`config.mk`:
```
export PLATFORM = sky130hd
export DESIGN_NAME = dual_interval_timer
export DESIGN_NICKNAME = d
export VERILOG_FILES = /design/src/rtl/dit_pkg.sv /design/src/rtl/dit_edge_det.sv /design/src/rtl/dit_timer_core.sv /design/src/rtl/dit_port_mux.sv /design/src/rtl/dual_interval_timer.sv
export SDC_FILE = /design/constraint.sdc
export NUM_CORES = 1
export LEC_CHECK = 0
export BUFFER_PORTS_ARGS = -buffer_cell sky130_fd_sc_hd__buf_2
export CORE_ASPECT_RATIO = 1.1
export CORE_MARGIN = 8
export CORE_UTILIZATION = 45
export CTS_CLUSTER_DIAMETER = 200
export DETAILED_ROUTE_END_ITERATION = 16
export GPL_TIMING_DRIVEN = 0
export PLACE_DENSITY_LB_ADDON = 0.05
export SLEW_MARGIN = 30
export SYNTH_ARGS = -nofsm -noshare
export SYNTH_HDL_FRONTEND = slang
export SYNTH_SLANG_ARGS = --single-unit
```
`constraint.sdc`:
```
create_clock -name clk_i -period 3.2 [get_ports clk_i]
set_input_delay 0.64 -clock clk_i [delete_from_list [all_inputs] [get_ports clk_i]]
set_output_delay 0.64 -clock clk_i [all_outputs]
set_load 0.03 [all_outputs]
```
`src/rtl/dit_pkg.sv`:
```
package dit_pkg;
  // control byte fields
  localparam int CR_START   = 0;
  localparam int CR_PORT_EN = 1;
  localparam int CR_TOGGLE  = 2;
  localparam int CR_ONESHOT = 3;
  localparam int CR_FORCE   = 4;
  localparam int CR_SRC_LO  = 5;
  localparam int CR_SRC_HI  = 6;

  // register offsets
  localparam int REG_A_LO  = 4;
  localparam int REG_A_HI  = 5;
  localparam int REG_B_LO  = 6;
  localparam int REG_B_HI  = 7;
  localparam int REG_A_CTL = 14;
  localparam int REG_B_CTL = 15;

  typedef enum logic [1:0] {
    SRC_CLOCK,
    SRC_PIN,
    SRC_CASCADE
  } src_e;

  function automatic src_e b_src(input logic [1:0] sel);
    case (sel)
      2'b00:   return SRC_CLOCK;
      2'b10:   return SRC_CASCADE;
      default: return SRC_PIN;
    endcase
  endfunction
endpackage

```
`src/rtl/dit_edge_det.sv`:
```
module dit_edge_det (
  input  logic clk_i,
  input  logic rst_ni,
  input  logic sig_i,
  output logic rise_o
);
  logic sig_q;

  always_ff @(posedge clk_i or negedge rst_ni) begin
    if (!rst_ni) sig_q <= 1'b0;
    else         sig_q <= sig_i;
  end

  assign rise_o = sig_i & ~sig_q;
endmodule

```
`src/rtl/dit_timer_core.sv`:
```
module dit_timer_core
  import dit_pkg::*;
#(
  parameter int DATA_W = 8,
  localparam int CNT_W = 2 * DATA_W
) (
  input  logic              clk_i,
  input  logic              rst_ni,
  input  logic              ctrl_we_i,
  input  logic              lat_lo_we_i,
  input  logic              lat_hi_we_i,
  input  logic [DATA_W-1:0] wdata_i,
  input  logic              tick_i,
  output logic [CNT_W-1:0]  count_o,
  output logic [CNT_W-1:0]  latch_o,
  output logic [DATA_W-1:0] ctrl_o,
  output logic              uf_evt_o,
  output logic              uf_o,
  output logic              out_o
);
  logic [DATA_W-1:0] ctrl_q, ctrl_d;
  logic [CNT_W-1:0]  cnt_q, cnt_d, lat_q, lat_d;
  logic              hold_q, tog_q, tog_d, uf_q;
  logic              run, force_ld, stop_wr, start_wr, active, zero, uf_evt;

  assign run      = ctrl_q[CR_START];
  assign force_ld = ctrl_we_i & wdata_i[CR_FORCE];
  assign stop_wr  = ctrl_we_i & run & ~wdata_i[CR_START];
  assign start_wr = ctrl_we_i & ~run & wdata_i[CR_START];
  // a force-load or a stop write replaces this cycle's normal count
  assign active   = run & tick_i & ~hold_q & ~force_ld & ~stop_wr;
  assign zero     = (cnt_q == '0);
  assign uf_evt   = active & zero;

  always_comb begin
    lat_d = lat_q;
    if (lat_lo_we_i) lat_d[DATA_W-1:0]     = wdata_i;
    if (lat_hi_we_i) lat_d[CNT_W-1:DATA_W] = wdata_i;
  end

  always_comb begin
    cnt_d = cnt_q;
    if (force_ld)                 cnt_d = lat_q;
    else if (stop_wr)             cnt_d = zero ? cnt_q : cnt_q - CNT_W'(1);
    else if (lat_hi_we_i && !run) cnt_d = {wdata_i, lat_q[DATA_W-1:0]};
    else if (active)              cnt_d = zero ? lat_q : cnt_q - CNT_W'(1);
  end

  always_comb begin
    ctrl_d = ctrl_q;
    if (ctrl_we_i) begin
      ctrl_d           = wdata_i;
      ctrl_d[CR_FORCE] = 1'b0;
    end
    if (uf_evt && ctrl_q[CR_ONESHOT]) ctrl_d[CR_START] = 1'b0;
  end

  always_comb begin
    tog_d = tog_q;
    if (start_wr)    tog_d = 1'b1;
    else if (uf_evt) tog_d = ~tog_q;
  end

  always_ff @(posedge clk_i or negedge rst_ni) begin
    if (!rst_ni) begin
      ctrl_q <= '0;
      cnt_q  <= '1;
      lat_q  <= '1;
      hold_q <= 1'b0;
      tog_q  <= 1'b0;
      uf_q   <= 1'b0;
    end else begin
      ctrl_q <= ctrl_d;
      cnt_q  <= cnt_d;
      lat_q  <= lat_d;
      hold_q <= force_ld;
      tog_q  <= tog_d;
      uf_q   <= uf_evt;
    end
  end

  assign count_o  = cnt_q;
  assign latch_o  = lat_q;
  assign ctrl_o   = ctrl_q;
  assign uf_evt_o = uf_evt;
  assign uf_o     = uf_q;
  assign out_o    = ctrl_q[CR_TOGGLE] ? tog_q : zero;
endmodule

```
`src/rtl/dit_port_mux.sv`:
```
module dit_port_mux #(
  parameter int DATA_W = 8,
  parameter int N_OVR  = 2,
  localparam int BASE  = DATA_W - N_OVR
) (
  input  logic [DATA_W-1:0] port_i,
  input  logic [N_OVR-1:0]  ovr_en_i,
  input  logic [N_OVR-1:0]  ovr_val_i,
  output logic [DATA_W-1:0] port_o
);
  for (genvar k = 0; k < DATA_W; k++) begin : g_bit
    if (k >= BASE) begin : g_ovr
      assign port_o[k] = ovr_en_i[k-BASE] ? ovr_val_i[k-BASE] : port_i[k];
    end else begin : g_pass
      assign port_o[k] = port_i[k];
    end
  end
endmodule

```
`src/rtl/dual_interval_timer.sv`:
```
module dual_interval_timer
  import dit_pkg::*;
#(
  parameter int DATA_W = 8,
  parameter int ADDR_W = 4
) (
  input  logic              clk_i,
  input  logic              rst_ni,
  input  logic              cs_i,
  input  logic              we_i,
  input  logic [ADDR_W-1:0] addr_i,
  input  logic [DATA_W-1:0] wdata_i,
  output logic [DATA_W-1:0] rdata_o,
  input  logic              cnt_i,
  input  logic [DATA_W-1:0] port_i,
  output logic [DATA_W-1:0] port_o,
  output logic              ta_uf_o,
  output logic              ta_shift_o,
  output logic              tb_uf_o
);
  localparam int CNT_W = 2 * DATA_W;

  logic              wr, cnt_rise, tick_a, tick_b, shift_q;
  logic [CNT_W-1:0]  count_a, count_b, latch_a, latch_b;
  logic [DATA_W-1:0] ctrl_a, ctrl_b;
  logic              uf_evt_a, uf_evt_b, out_a, out_b;

  assign wr = cs_i & we_i;

  dit_edge_det u_cnt_edge (
    .clk_i (clk_i),
    .rst_ni(rst_ni),
    .sig_i (cnt_i),
    .rise_o(cnt_rise)
  );

  assign tick_a = ctrl_a[CR_SRC_LO] ? cnt_rise : 1'b1;

  always_comb begin
    case (b_src(ctrl_b[CR_SRC_HI:CR_SRC_LO]))
      SRC_CLOCK:   tick_b = 1'b1;
      SRC_CASCADE: tick_b = uf_evt_a;
      default:     tick_b = cnt_rise;
    endcase
  end

  dit_timer_core #(.DATA_W(DATA_W)) u_tmr_a (
    .clk_i      (clk_i),
    .rst_ni     (rst_ni),
    .ctrl_we_i  (wr && addr_i == ADDR_W'(REG_A_CTL)),
    .lat_lo_we_i(wr && addr_i == ADDR_W'(REG_A_LO)),
    .lat_hi_we_i(wr && addr_i == ADDR_W'(REG_A_HI)),
    .wdata_i    (wdata_i),
    .tick_i     (tick_a),
    .count_o    (count_a),
    .latch_o    (latch_a),
    .ctrl_o     (ctrl_a),
    .uf_evt_o   (uf_evt_a),
    .uf_o       (ta_uf_o),
    .out_o      (out_a)
  );

  dit_timer_core #(.DATA_W(DATA_W)) u_tmr_b (
    .clk_i      (clk_i),
    .rst_ni     (rst_ni),
    .ctrl_we_i  (wr && addr_i == ADDR_W'(REG_B_CTL)),
    .lat_lo_we_i(wr && addr_i == ADDR_W'(REG_B_LO)),
    .lat_hi_we_i(wr && addr_i == ADDR_W'(REG_B_HI)),
    .wdata_i    (wdata_i),
    .tick_i     (tick_b),
    .count_o    (count_b),
    .latch_o    (latch_b),
    .ctrl_o     (ctrl_b),
    .uf_evt_o   (uf_evt_b),
    .uf_o       (tb_uf_o),
    .out_o      (out_b)
  );

  // separate flop so the shifter strobe can be routed independently
  always_ff @(posedge clk_i or negedge rst_ni) begin
    if (!rst_ni) shift_q <= 1'b0;
    else         shift_q <= uf_evt_a;
  end
  assign ta_shift_o = shift_q;

  dit_port_mux #(.DATA_W(DATA_W), .N_OVR(2)) u_port (
    .port_i   (port_i),
    .ovr_en_i ({ctrl_b[CR_PORT_EN], ctrl_a[CR_PORT_EN]}),
    .ovr_val_i({out_b, out_a}),
    .port_o   (port_o)
  );

  always_comb begin
    rdata_o = '0;
    case (addr_i)
      ADDR_W'(REG_A_LO):  rdata_o = count_a[DATA_W-1:0];
      ADDR_W'(REG_A_HI):  rdata_o = count_a[CNT_W-1:DATA_W];
      ADDR_W'(REG_B_LO):  rdata_o = count_b[DATA_W-1:0];
      ADDR_W'(REG_B_HI):  rdata_o = count_b[CNT_W-1:DATA_W];
      ADDR_W'(REG_A_CTL): rdata_o = ctrl_a;
      ADDR_W'(REG_B_CTL): rdata_o = ctrl_b;
      default:            rdata_o = '0;
    endcase
  end
endmodule


```
; Yosys cells after proc, flatten, opt, wreduce, memory -nomap -nowiden
; Cells that the tools add are included.
[op_classes]
add_sub_neg = 2
eq_ne = 10
n_mux = 28
n_bitwise = 34
reduce_logical = 24
[ops]
columns = op, n
row1 = $mux W16, 12
row2 = $pmux W8 S6, 1
row3 = $logic_not A16 Y1, 2
row4 = $sub A16 B1 Y16 const B, 2
row5 = $and A1 B1 Y1, 22
row6 = $eq A4 B3 Y1 const B, 4
row7 = $mux W1, 13
row8 = $not A1 Y1, 12
row9 = $logic_and A1 B1 Y1, 10
row10 = $eq A4 B4 Y1 const B, 2
row11 = $reduce_bool A2 Y1, 4
row12 = $reduce_bool A4 Y1, 2
row13 = $ne A3 B2 Y1 const B, 2
row14 = $eq A2 B2 Y1 const B, 2
row15 = $logic_not A2 Y1, 2
row16 = $pmux W2 S2, 1
row17 = $reduce_and A2 Y1, 2
row18 = $logic_not A1 Y1, 2
row19 = $pmux W1 S2, 1
[word_totals]
reg_bits = 85
inputBits = 25
out_inout_bits = 19
elab_cells = 115

; Longest topological paths before layout
; Gate-level depths: netlist of run 1.
[depth]
ltp_word = 17
mapped_depth = 10
depth_no_buf = 8

; Hierarchy
; Synthesis of run 1 repeated with hierarchy kept, for this count alone.
[hier_totals]
hier_cells = 527
area_unflattened_um2 = 5351.4
[by_module_without_submodules]
columns = module, instances, cells_each, area_per_inst_um2, seq_area_each_um2
row1 = dit_timer_core at u_tmr_b, 1, 229, 2403.6, 1091.0
row2 = dit_timer_core at u_tmr_a, 1, 216, 2284.7, 1091.0
row3 = dual_interval_timer, 1, 72, 549.3, 25.0
row4 = dit_port_mux, 1, 8, 75.1, 0.0
row5 = dit_edge_det, 1, 2, 38.8, 25.0

; Worst setup path before layout of run 1
; No wires, ideal clock.
[synth_timing]
path_type = input port to output port
start = in addr_i[0]
end = out rdata_o[5]
arrival_time_ns = 1.930
t_required_ns = 2.560
setup_slack_ns = 0.630
path_stages = 6
n_path_buf = 2
path_cell_list = buf_2 nor2b_1 clkbuf_1 a22o_1 a222oi_1 o21ai_0
[synth_via]
elab_chain_cells = 2
elab_cells_between_ends = 7
cone_classes = eq/ne: 6 / mux: 1
[synth_rtl]
columns = element, line_no
row1 = "start, declared", dual_interval_timer.sv:11  ; input logic [ADDR_W-1:0] addr_i,
row2 = $eq A4 B4 Y1 / $eq A4 B3 Y1 (equally long branches), dual_interval_timer.sv:95  ; case (addr_i)
row3 = $pmux W8 S6 *, dual_interval_timer.sv:95
row4 = "end, declared", dual_interval_timer.sv:13  ; output logic [DATA_W-1:0] rdata_o,
; Every way passes the cells marked *; elsewhere a longest branch is shown, timed or not.

; Worst setup path in the final report of run 1
[layout_timing]
start = reg u_tmr_b.cnt_q[8] (netlist: u_tmr_b.count_o[8])
end = out port_o[7]
[layout_via]
elab_chain_cells = 3
[layout_rtl]
columns = element, line_no
row1 = "start, declared", dit_timer_core.sv:22  ; logic [CNT_W-1:0] cnt_q, cnt_d, lat_q, lat_d;
row2 = "start signal, assigned", dit_timer_core.sv:74  ; cnt_q <= cnt_d;
row3 = $logic_not A16 Y1, dit_timer_core.sv:32  ; assign zero = (cnt_q == '0);
row4 = $mux W1, dit_timer_core.sv:87  ; assign out_o = ctrl_q[CR_TOGGLE] ? tog_q : zero;
row5 = $mux W1, dit_port_mux.sv:13  ; assign port_o[k] = ovr_en_i[k-BASE] ? ovr_val_i[k-BASE] : port_i[k];
row6 = "end, declared", dual_interval_timer.sv:16  ; output logic [DATA_W-1:0] port_o,
; No other way between the ends.

==> impl_metrics.ini, run 1 <==
[route]
vias = 4744
drc = 0
dr.pass1.iters = 5
wirelength_um = 17500
drt_iter0_drc = 451
wl_per_cell_um = 22.8
ant_nets = 0
viasPerCell = 6.19

[worst_setup_path]
reg2reg_from = u_tmr_a.count_o[0]$_DFFE_PN1P_
r2r_cells = 8
cp_max_fo = 8
crit_chain = clkbuf_1 -> or4_4 -> nor2_1 -> nand2_1 -> nor2_1 -> a21oi_1 -> a21oi_1 -> buf_2
critPathMaxStageDelay_ns = 0.59
crit_type = reg2out
critical-path-slowest-cell = or4_4
endpoint_kind = primary output
critPathLaunchType = flop
rr_endpoint = u_tmr_b.count_o[13]$_DFFE_PN1P_
required_ns = 2.56
ff2ff_setup_slack_ns = 0.38
worstPathArrival_ns = 2.44

[timing]
fmax_mhz = 325
worstMarginPinSlew_ns = 0.817
min_period_ns = 3.08
rsz0062_at_grt = false
finClkSkew_ns = 0.00509
setup_viol = 0
finalHoldViolCount = 0
slew_headroom = 0.451
tns_ns = 0
min_period_over_period = 0.961
drv_slew = 0

[cts]
holdBufCountCts = 0
post_cts_buffers = 0
cts_made_buffers = 9
cts_tree = yes
cts_buffer_depth = 2
ctsResizeCount = 1
clk-insertion-delay-late_ns = 0.35
clkTransAtPathRegs_ns = 0.07
clock-root-buffer = clkbuf_16
htreeDepth = 3
clkSinkCount = 85

[global_route]
grt_max_degree = 57
gr-total-overflow = 0
grt_antenna_before_repair = 0
grt_pass1_vias = 4893
grt_pass1_wl_um = 27500
grt_use_total = 0.229

[power]
ir_worst_vdd_v = 0.000364
p_per_area_nw_per_um2 = 712
power_leakage_nw = 2.44

[synth]
async_flop_share = 1.00
synth_area_um2 = 5400
synth_cell_types = 74
synth_edf_count = 0
synth_common_cells = dfstp_2 (64), nand2_1 (55), mux2_2 (37), a21oi_1 (33), nor2_1 (29)
synth_top_family_by_area = simple AND/OR/NAND/NOR gates
synth_most_common_cell = dfstp_2
synth_fa_ha_area_frac = 0.00927
post_synth_mux_area_share = 0.106
ys.flop_type = dfstp_2
synth-xor-area-share = 0.00649
synthTopCellsByArea = dfstp_2 (31%), dfrtp_1 (9.7%), mux2_2 (7.7%)
ys_warn_count = 0
syn_nets = 588
netlist.area_leader.share = 0.311
synth_top_area_cell = dfstp_2
netlist_instances = 559
synth_compound_area_frac = 0.203
synthSimpleGateAreaFrac = 0.214
seq_area_frac_synth = 0.409
ys_seq_elements = 85
avgSynthCellArea_um2 = 9.66

[finish]
diodes = 0
fin_nets = 637
drive_above_1_share = 0.331
final_cell_area_um2 = 6130
area_delta_synth_final_pct = 13.6

[run_status]
status = finished clean

[die]
dieWidth_um = 120
die_y_um = 131
ios = 44
start_util = 0.455
rows = 42
dieArea_um2 = 15800
core_area_um2 = 11900

[place]
numPortBuffers = 37
dp_hpwl_um = 12900
dpl_cell_area_um2 = 5820
globalplace.congestion = 0.893

[min_path]
worstHoldPathType = in2async

[job]
drv_cap = 0
[flip-flops by register name (all words and copies together), names as in the netlist]
register,cells
u_cnt_edge.sig_q,1
u_tmr_a.count_o,16
u_tmr_a.ctrl_o,7
u_tmr_a.hold_q,1
u_tmr_a.latch_o,16
u_tmr_a.tog_q,1
u_tmr_a.uf_o,1
u_tmr_b.count_o,16
u_tmr_b.ctrl_o,7
u_tmr_b.hold_q,1
u_tmr_b.latch_o,16
u_tmr_b.tog_q,1
u_tmr_b.uf_o,1
[worst max-delay path, delay by kind of cell (launching register included)]
kind / cells / cell delay, ns
buffers and inverters: 2 / 0.41
DFF: 1 / 0.36
and+or+nand+nor: 4 / 1.08
AOI/OAI and AO/OA: 2 / 0.23
[power by group]
group	total (mW)	internal [mW]	switching [mW]	leakage, nW
sequential	1.99	1.56	0.425	0.933
clock	1.08	0.608	0.472	0.142
combinational	1.30	0.557	0.739	1.37
total	4.36	2.73	1.64	2.44
[cells in the final DEF, fill, tap and decap left out, types with 12 or more instances in the layout]
cell type / count
mux2_2: 37
o21ai_0: 24
dfstp_2: 64
nor2_1: 29
clkbuf_1: 16
mux2i_1: 14
nor3_1: 12
inv_1: 20
nand3_1: 17
a22oi_1: 16
nand2_1: 55
buf_2: 45
nand2b_1: 12
a21oi_1: 33
dfrtp_1: 21
[per-stage QoR]
step	hold slack (ns)	cells	total power, mW	setup slack (ns)	util
2_1_floorplan	0.344	559	2.78	0.630	-
3_3_place_gp	0.477	750	3.23	0.175	0.486
3_5_place_dp	0.486	751	3.27	0.173	0.490
4_1_cts	0.174	767	4.36	0.0765	0.515
5_1_grt	0.187	767	4.59	0.00336	0.516
6_report	0.171	767	4.36	0.125	0.516
[routing by layer]
layer,share of wire,GRT usage,up-vias
met4,0.038,0.127,0
met3,0.045,0.0258,38
li1,-,-,2203
met1,0.42,0.276,2361
met2,0.50,0.392,142
met5,0,0,-
[cell type report]
| cell class | count | area (um^2) |
|---|---|---|
| inverters | 20 | 75.1 |
| clock inverters | 7 | 72.6 |
| well taps | 154 | 193 |
| flip-flops and latches | 85 | 2210 |
| clock buffers | 9 | 225 |
| fillers | 1140 | 5750 |
| multi-input cells | 416 | 2930 |
| plain buffers | 38 | 210 |
| repair buffers | 38 | 219 |
[worst max-delay path by stage]
| stage | start | endpoint | slack (ns) | depth (start not counted) |
|---|---|---|---|---|
| 6_report | u_tmr_b.count_o[8]$_DFFE_PN1P_ | port_o[7] | 0.12 | 8 |
| 5_1_grt | u_tmr_b.count_o[8]$_DFFE_PN1P_ | port_o[7] | 0.003 | 8 |
| 4_1_cts | u_tmr_b.count_o[6]$_DFFE_PN1P_ | port_o[7] | 0.08 | 7 |
| 3_5_place_dp | addr_i[3] | u_tmr_b.count_o[13]$_DFFE_PN1P_ | 0.17 | 8 |
| 3_3_place_gp | addr_i[3] | u_tmr_b.count_o[13]$_DFFE_PN1P_ | 0.18 | 8 |
| 2_1_floorplan | addr_i[0] | rdata_o[5] | 0.63 | 6 |
[kinds of logic (layout without fill, tap and decap cells)]
logic type | count (synthesis) | count (layout)
buffers and inverters | 58 | 112
muxes | 52 | 52
xor gates and xnor gates | 4 | 4
AOI/OAI and AO/OA | 154 | 154
adders and majority gates | 4 | 4
and+or+nand+nor | 202 | 202
DFF | 85 | 85
(Power assumes the default switching activity.)
==> run 2, diff against run 1 <==
--- a/config.mk
+++ b/config.mk
@@ -5,6 +5,7 @@
 export SDC_FILE = /design/constraint.sdc
 export NUM_CORES = 1
 export LEC_CHECK = 0
+export ABC_AREA = 1
 export BUFFER_PORTS_ARGS = -buffer_cell sky130_fd_sc_hd__buf_2
 export CORE_ASPECT_RATIO = 1.1
 export CORE_MARGIN = 8
==> impl_metrics.ini, run 2 <==
[global_route]
grt_pass1_wl_um = 27100
gr-total-overflow = 0
grt_pass1_vias = 5094
grt_max_degree = 50
grt_use_total = 0.224
grt_antenna_before_repair = 0

[worst_setup_path]
critPathLaunchType = flop
crit_type = reg2out
required_ns = 2.56
cp_max_fo = 5
endpoint_kind = primary output
worstPathArrival_ns = 2.23

[die]
rows = 42
die_y_um = 131
core_area_um2 = 11900
dieArea_um2 = 15800
dieWidth_um = 121
ios = 44
start_util = 0.455

[route]
dr.pass1.iters = 5
wirelength_um = 16500
viasPerCell = 5.23
vias = 4981
ant_nets = 0
drc = 0
wl_per_cell_um = 17.3
drt_iter0_drc = 250

[timing]
setup_viol = 0
finalHoldViolCount = 0
min_period_over_period = 0.896
drv_slew = 0
fmax_mhz = 349
rsz0062_at_grt = false
finClkSkew_ns = 0.00874
min_period_ns = 2.87
worstMarginPinSlew_ns = 0.633
slew_headroom = 0.576
tns_ns = 0
layout_setup_ws_ns = 0.331

[synth]
synth_edf_count = 0
synth_top_area_cell = dfstp_2
avgSynthCellArea_um2 = 7.27
synth_most_common_cell = nand2_1
ys_seq_elements = 85
syn_nets = 773
seq_area_frac_synth = 0.408
ys.flop_type = dfstp_2
netlist.area_leader.share = 0.311
ys_warn_count = 0
synthTopCellsByArea = dfstp_2 (31%), nand2_1 (17%), dfrtp_1 (9.7%)
synth_area_um2 = 5410
async_flop_share = 1.00
synth_cell_types = 40
synth_common_cells = nand2_1 (245), inv_1 (85), o21ai_0 (66), dfstp_2 (64), nor2_1 (61)
netlist_instances = 744

[cts]
holdBufCountCts = 0
htreeDepth = 3
clock-root-buffer = clkbuf_16
clk-insertion-delay-late_ns = 0.35
post_cts_buffers = 0
cts_buffer_depth = 2
cts_made_buffers = 9
cts_tree = yes
clkSinkCount = 85
ctsResizeCount = 0
clkTransAtPathRegs_ns = 0.07

[run_status]
status = finished clean

[finish]
drive_above_1_share = 0.229
layout_common_cells = nand2_1 (245), inv_1 (85), o21ai_0 (66), dfstp_2 (64), nor2_1 (61)
fin_nets = 822
final_common_cell = nand2_1
diodes = 0
area_delta_synth_final_pct = 13.7
final_util = 0.518

[place]
globalplace.congestion = 0.925
dp_hpwl_um = 12600
numPortBuffers = 37
dpl_worst_slack_ns = 0.471

[power]
ir_worst_vdd_v = 0.000416
power_leakage_nw = 2.94
p_per_area_nw_per_um2 = 786

[min_path]
worstHoldPathType = in2async

[job]
drv_cap = 0
run 2: changes by cell type after synthesis, moves of 20 or more:
cell,delta
o21ai_0,+42
nand3_1,+34
a21oi_1,-20
inv_1,+65
mux2_2,-37
nand2_1,+190
nor2_1,+32
run 2: metal layers:
| layer | up-vias | wire [um] | track usage |
|---|---|---|---|
| met2 | 121 | 8200 | 0.385 |
| met1 | 2363 | 7080 | 0.266 |
| met4 | 0 | 581 | 0.122 |
| met5 | - | 0 | 0 |
| met3 | 30 | 636 | 0.0301 |
| li1 | 2467 | - | - |
run 2: power by group:
part / switching (mW) / total [mW] / internal (mW)
Combinational: 1.10 / 1.75 / 0.651
Clock: 0.484 / 1.18 / 0.697
Sequential: 0.344 / 1.91 / 1.56
Total: 1.92 / 4.84 / 2.91
run 2: worst max-delay path, stage by stage, from the launching register on:
cell and delay (ns):
dfstp_2 0.38, inv_1 0.17, ha_1 0.18, inv_1 0.05, nor2_1 0.14, nand2_1 0.07
nor2_1 0.20, nand2_1 0.16, o21ai_0 0.20, o21a_1 0.14, buf_2 0.19
run 2: final cells by class:
cell class | count | area, um^2
Multi-Input combinational cell | 548 | 2720
Timing Repair Buffer | 38 | 219
Tap cell | 154 | 193
Inverter | 91 | 342
Buffer | 20 | 139
Clock buffer | 9 | 225
Clock inverter | 7 | 104
Sequential cell | 85 | 2210
Fill cell | 1207 | 5730
run 2: worst paths after layout:
path                            slack [ns]                      startpoint  cells past startpoint                               to
worst max-delay path                  0.33  u_tmr_b.count_o[1]$_DFFE_PN1P_                     10                        port_o[7]
worst min-delay path                  0.17                          rst_ni                      1           u_tmr_b.uf_o$_DFF_PN0_
worst max register to register        0.93  u_tmr_a.count_o[0]$_DFFE_PN1P_                     14  u_tmr_b.count_o[15]$_DFFE_PN1P_
worst min register to register        0.47  u_tmr_b.count_o[1]$_DFFE_PN1P_                      2   u_tmr_b.count_o[1]$_DFFE_PN1P_
max in group asynchronous             2.40                          rst_ni                      2   u_tmr_a.latch_o[3]$_DFFE_PN1P_
min in group clk_i                    0.41                           cnt_i                      1       u_cnt_edge.sig_q$_DFF_PN0_
run 2: cells by family (layout without fill, tap and decap cells):
family                   after synthesis  after routing  synth area share
AO/OA/AOI/OAI                        109            109             0.114
XOR/XNOR                              20             20            0.0324
flip-flops                            85             85             0.408
adder cells (fa/ha/maj)                4              4           0.00925
AND/OR/NAND/NOR                      415            415             0.348
buffers and inverters                111            165            0.0888
run 2: through the flow:
step	power [mW]	area, um^2	hold WS (ns)	std cells
global placement	3.64	5790	0.451	935
CTS	4.86	6150	0.182	952
detailed placement	3.66	5820	0.461	936
finish	4.84	6150	0.173	952
global route	5.19	6150	0.193	952
floorplan	3.16	5410	0.344	744
